==> src/rtl/psd_pkg.sv <==
`timescale 1ns/1ps
package psd_pkg;
  localparam int CODE_W       = 5;
  localparam int WIN          = 1 << CODE_W;
  localparam int DATA_W       = 32;
  localparam int KICK_BIT     = 31;
  localparam int FIELD_STRIDE = 8;
  localparam int NCH          = 2;

  typedef enum logic {
    SEL_PEND = 1'b0,
    SEL_CTRL = 1'b1
  } reg_sel_e;
endpackage

==> src/rtl/psd_window.sv <==
`timescale 1ns/1ps
module psd_window #(
  parameter int CODE_W = 5
) (
  input  logic              clk,
  input  logic              rst_n,
  output logic [CODE_W-1:0] phase,
  output logic              win_last
);
  localparam logic [CODE_W-1:0] LAST = '1;

  always_ff @(posedge clk or negedge rst_n) begin
    if (!rst_n) phase <= '0;
    else        phase <= phase + 1'b1;
  end

  assign win_last = (phase == LAST);
endmodule

==> src/rtl/psd_accum.sv <==
`timescale 1ns/1ps
module psd_accum #(
  parameter int CODE_W = 5
) (
  input  logic              clk,
  input  logic              rst_n,
  input  logic [CODE_W-1:0] code,
  output logic              en,
  output logic [CODE_W-1:0] acc
);
  localparam int SUM_W = CODE_W + 1;
  localparam logic [SUM_W-1:0] WIN_V = SUM_W'(1 << CODE_W);

  logic [SUM_W-1:0] inc;
  logic [SUM_W-1:0] sum;

  always_comb begin
    inc = WIN_V - {1'b0, code};
    sum = {1'b0, acc} + inc;
  end

  assign en = sum[CODE_W];

  always_ff @(posedge clk or negedge rst_n) begin
    if (!rst_n) acc <= '0;
    else        acc <= sum[CODE_W-1:0];
  end
endmodule

==> src/rtl/psd_regs.sv <==
`timescale 1ns/1ps
module psd_regs
  import psd_pkg::*;
#(
  parameter int CODE_W       = 5,
  parameter int NCH          = 2,
  parameter int DATA_W       = 32,
  parameter int FIELD_STRIDE = 8,
  parameter int KICK_BIT     = 31
) (
  input  logic                       clk,
  input  logic                       rst_n,
  input  logic                       wr_en,
  input  logic                       wr_sel,
  input  logic [DATA_W-1:0]          wr_data,
  input  logic                       rd_sel,
  input  logic                       win_last,
  output logic [DATA_W-1:0]          rd_data,
  output logic [NCH-1:0][CODE_W-1:0] act_code,
  output logic                       busy
);
  logic [NCH-1:0][CODE_W-1:0] pend_code;
  logic                       done_q;
  logic                       kick_req;
  logic                       xfer;
  logic [DATA_W-1:0]          pend_view;
  logic [DATA_W-1:0]          ctrl_view;

  assign kick_req = wr_en && (wr_sel == SEL_CTRL) && wr_data[KICK_BIT] && !busy;
  assign xfer     = busy && !done_q && win_last;

  for (genvar i = 0; i < NCH; i++) begin : g_ch
    always_ff @(posedge clk or negedge rst_n) begin
      if (!rst_n) begin
        pend_code[i] <= '0;
        act_code[i]  <= '0;
      end else begin
        if (wr_en && (wr_sel == SEL_PEND))
          pend_code[i] <= wr_data[i*FIELD_STRIDE +: CODE_W];
        if (xfer)
          act_code[i] <= pend_code[i];
      end
    end
  end

  always_ff @(posedge clk or negedge rst_n) begin
    if (!rst_n) begin
      busy   <= 1'b0;
      done_q <= 1'b0;
    end else begin
      if (kick_req)    busy <= 1'b1;
      else if (done_q) busy <= 1'b0;
      done_q <= xfer;
    end
  end

  always_comb begin
    pend_view = '0;
    for (int i = 0; i < NCH; i++)
      pend_view[i*FIELD_STRIDE +: CODE_W] = pend_code[i];
    ctrl_view = '0;
    ctrl_view[KICK_BIT] = busy;
    rd_data = (rd_sel == SEL_CTRL) ? ctrl_view : pend_view;
  end
endmodule

==> src/rtl/psd_divider.sv <==
`timescale 1ns/1ps
module psd_divider
  import psd_pkg::*;
#(
  parameter int CODE_W_P = psd_pkg::CODE_W,
  parameter int NCH_P    = psd_pkg::NCH,
  parameter int DATA_W_P = psd_pkg::DATA_W
) (
  input  logic                clk,
  input  logic                rst_n,
  input  logic                wr_en,
  input  logic                wr_sel,
  input  logic [DATA_W_P-1:0] wr_data,
  input  logic                rd_sel,
  output logic [DATA_W_P-1:0] rd_data,
  output logic [NCH_P-1:0]    ch_en
);
  logic [CODE_W_P-1:0]            phase;
  logic                           win_last;
  logic                           busy;
  logic [NCH_P-1:0][CODE_W_P-1:0] act_code;
  logic [NCH_P-1:0][CODE_W_P-1:0] acc;

  psd_window #(.CODE_W(CODE_W_P)) u_win (
    .clk(clk), .rst_n(rst_n), .phase(phase), .win_last(win_last)
  );

  psd_regs #(
    .CODE_W(CODE_W_P), .NCH(NCH_P), .DATA_W(DATA_W_P),
    .FIELD_STRIDE(FIELD_STRIDE), .KICK_BIT(KICK_BIT)
  ) u_regs (
    .clk(clk), .rst_n(rst_n), .wr_en(wr_en), .wr_sel(wr_sel),
    .wr_data(wr_data), .rd_sel(rd_sel), .win_last(win_last),
    .rd_data(rd_data), .act_code(act_code), .busy(busy)
  );

  for (genvar i = 0; i < NCH_P; i++) begin : g_acc
    psd_accum #(.CODE_W(CODE_W_P)) u_acc (
      .clk(clk), .rst_n(rst_n), .code(act_code[i]),
      .en(ch_en[i]), .acc(acc[i])
    );
  end
endmodule

==> config.mk <==
export PLATFORM = sky130hd
export DESIGN_NAME = psd_divider
export DESIGN_NICKNAME = d
export VERILOG_FILES = /design/src/rtl/psd_pkg.sv /design/src/rtl/psd_window.sv /design/src/rtl/psd_accum.sv /design/src/rtl/psd_regs.sv /design/src/rtl/psd_divider.sv
export SDC_FILE = /design/constraint.sdc
export NUM_CORES = 1
export LEC_CHECK = 0
export ABC_AREA = 1
export BUFFER_PORTS_ARGS = -buffer_cell sky130_fd_sc_hd__buf_2
export CORE_MARGIN = 3
export CORE_UTILIZATION = 48
export DETAILED_ROUTE_END_ITERATION = 12
export PLACE_DENSITY = 0.77
export REMOVE_ABC_BUFFERS = 1
export SETUP_SLACK_MARGIN = 0.02
export SYNTH_ARGS = -nofsm -noshare
export SYNTH_HDL_FRONTEND = slang
export SYNTH_SLANG_ARGS = --single-unit
export TNS_END_PERCENT = 30
==> constraint.sdc <==
create_clock -name clk -period 1.7 [get_ports clk]
set_input_delay 0.085 -clock clk [delete_from_list [all_inputs] [get_ports clk]]
set_output_delay 0.085 -clock clk [all_outputs]
set_load 0.03 [all_outputs]
==> results.toml <==
[synth]
synth_enable_flop_cells = 0
synth_top_cells_by_count = "inv_1 (45), dfrtp_1 (37), nand2_1 (33), nor2_1 (25), buf_4 (24)"
syn_area_mm2 = 0.002028
async_flop_share_pct = 100.0
yosysSeqAreaShare_pct = 45.65
synth_top_area_share_pct = 45.65
synth_area_per_cell_um2 = 8.780
yosys_register_bits = 37
synthFlopType = "dfrtp_1"
post-synth-top-count-cell = "inv_1"
synth_cells = 231
yosysUniqueCellTypes = 18
synth_top_area_cell = "dfrtp_1"
ys_top_cells_by_area = "dfrtp_1 (46%), buf_4 (8.9%), inv_1 (8.3%)"
yosysWarnings = 0

[setup_path]
required_ps = 1620
r2r_cells = 7
end_kind = "output pin"
path_max_fanout = 4
crit_arrival_ps = 1490
critPathKind = "register to output pin"
worst_setup_path_start_kind = "register"

[timing]
period_share_pct = 92.39
hold_viol_final = 0
slew_headroom_pct = 58.75
slew_viol_final = 0
fin_hold_ws_ps = 35.99
finalSetupViolCount = 0
tightest_slew_ps = 617.2
finalClockSkew_ps = 8.289
rsz0062_at_grt = "yes"
finalCriticalPeriod_ps = 1571
setup_ws_ps = 129.4
setup_tns_ps = 0
fmax_mhz = 636.7

[detailed_routing]
dr.pass1.iters = 4
ant_nets = 0
drt_iter0_drc = 110
via_per_inst = 4.473
vias = 1400
post-route-drc-count = 0
finalWirelength_mm = 3.436
wl_per_cell_um = 10.98

[die]
core_area_mm2 = 0.004029
die_area_mm2 = 0.005042
die_y_um = 71.01
initial_core_util_pct = 50.34
die_w_um = 71.01
placementRows = 23
ios = 71

[power]
p_leak_nw = 1.323
p_total_w = 0.003319
peakVddDrop_uv = 603.9
powerDensity_mw_per_mm2 = 1453

[global_routing]
grt_pass1_wl_mm = 5.858
grt_pass1_vias = 1368
gr-usage-all-layers_pct = 14.89
antenna_found_initial = 0
grt_max_degree = 38
grt-ovfl-total = 0

[flow_run]
maxCapViolations = 0

[clock_network]
cts_tree = "done"
cts_buffers = 5
clock_sinks = 37
htree_levels = 2
cts_root_buf = "clkbuf_8"
cts_buffer_depth = 2
clk_latency_ps = 290
path_clk_slew_ps = 70

[layout]
fill_cells = 359
drive_above_1_share_pct = 19.77
synthToLayoutAreaGrowth_pct = 12.65
final_area_mm2 = 0.002285
diodes = 0
final_nets = 313

[placed_design]
dp_hpwl_mm = 2.451
dp_slack_ps = 175.3
placed_cell_area_mm2 = 0.002101
port_buffers = 28
finalWeightedCongestion = 0.7576

[worst_hold_path]
hp-class = "input port to register"
min_path_cells = 3

[run_status]
status = "finished clean"
==> cell type report <==
| type | count | area (um^2) | share of cell area (%) |
|---|---|---|---|
| timing repair buffer | 32 | 177.7 | 7.777 |
| sequential | 37 | 925.9 | 40.53 |
| tap | 50 | 62.56 | 2.738 |
| clock inverter | 1 | 30.03 | 1.314 |
| clock buffer | 7 | 86.33 | 3.779 |
| multi-input combinational | 141 | 833.3 | 36.47 |
| inverter | 45 | 168.9 | 7.393 |
==> what timing repair did <==
item,CTS,global route
setup endpoints to repair,0,9
hold buffers,1,0
resized for setup,0,7
hold endpoints to repair,37,0
buffers inserted,0,2
==> logic make-up (layout without fill, tap and decap cells) <==
family / after synthesis / in the layout / share of synthesized area, %
buffers and inverters: 73 / 85 / 18.82
AOI/OAI and AO/OA: 27 / 27 / 8.513
adders and majority gates: 14 / 14 / 9.377
other: 1 / 21 / 0.1849
DFF: 37 / 37 / 45.65
and+or+nand+nor: 75 / 75 / 15.73
xor gates and xnor gates: 4 / 4 / 1.728
==> final timing paths <==
path                                                start  slack, ps                         endpoint
min in group asynchronous                           rst_n        360  u_regs.pend_code[0]$_DFFE_PN0P_
max in group asynchronous                           rst_n       1020  g_acc[1].u_acc.acc[3]$_DFF_PN0_
hold / removal                                 wr_data[2]         40  u_regs.pend_code[2]$_DFFE_PN0P_
setup reg to reg                 u_win.phase[0]$_DFF_PN0_        190   u_regs.act_code[1]$_DFFE_PN0P_
hold reg to reg                  u_win.phase[0]$_DFF_PN0_        450         u_win.phase[0]$_DFF_PN0_
setup / recovery           u_regs.act_code[9]$_DFFE_PN0P_        130                         ch_en[1]
==> registers in the layout, summed over array words and instances (netlist names) <==
name	count
u_regs.done_q	1
u_regs.act_code	10
g_acc.u_acc.acc	10
u_win.phase	5
u_regs.pend_code	10
u_regs.busy	1
==> worst max-delay path: stages, from the launching register on <==
cell	delay [ps]
dfrtp_1	370
inv_1	50
ha_1	340
nand2_1	60
inv_1	50
nand3_1	70
nand2_1	70
clkbuf_4	180
==> cells in the final DEF, fill, tap and decap left out, types with 9 or more instances in the layout <==
| cell | instances |
|---|---|
| a21oi_1 | 16 |
| ha_1 | 9 |
| buf_2 | 26 |
| inv_1 | 45 |
| nor2_1 | 25 |
| nand3_1 | 15 |
| dfrtp_1 | 37 |
| conb_1 | 21 |
| nand2_1 | 33 |
| o21ai_2 | 10 |
==> layer usage <==
layer	global-route usage [%]	part of all wire, %	vias to the layer above
li1	-	-	722
met3	3.835	6.4	5
met4	8.768	1.5	0
met5	0	0	-
met1	18.79	46	630
met2	23.07	46	43
==> report_power, final <==
group / internal [W] / switching (W) / leakage, nW / total [W]
logic: 0.000536 / 0.000824 / 0.844 / 0.00136
clock network: 0.000478 / 0.000306 / 0.0585 / 0.000784
registers: 0.00108 / 0.0000971 / 0.421 / 0.00117
==> through the flow <==
| step | instances | util [%] |
|---|---|---|
| 6_report | 313 | 56.71 |
| 5_1_grt | 313 | 56.71 |
| 4_1_cts | 311 | 55.28 |
| 3_5_place_dp | 302 | 52.14 |
| 3_3_place_gp | 302 | 52.14 |
| 2_1_floorplan | 223 | - |
(Power assumes the default switching activity.)
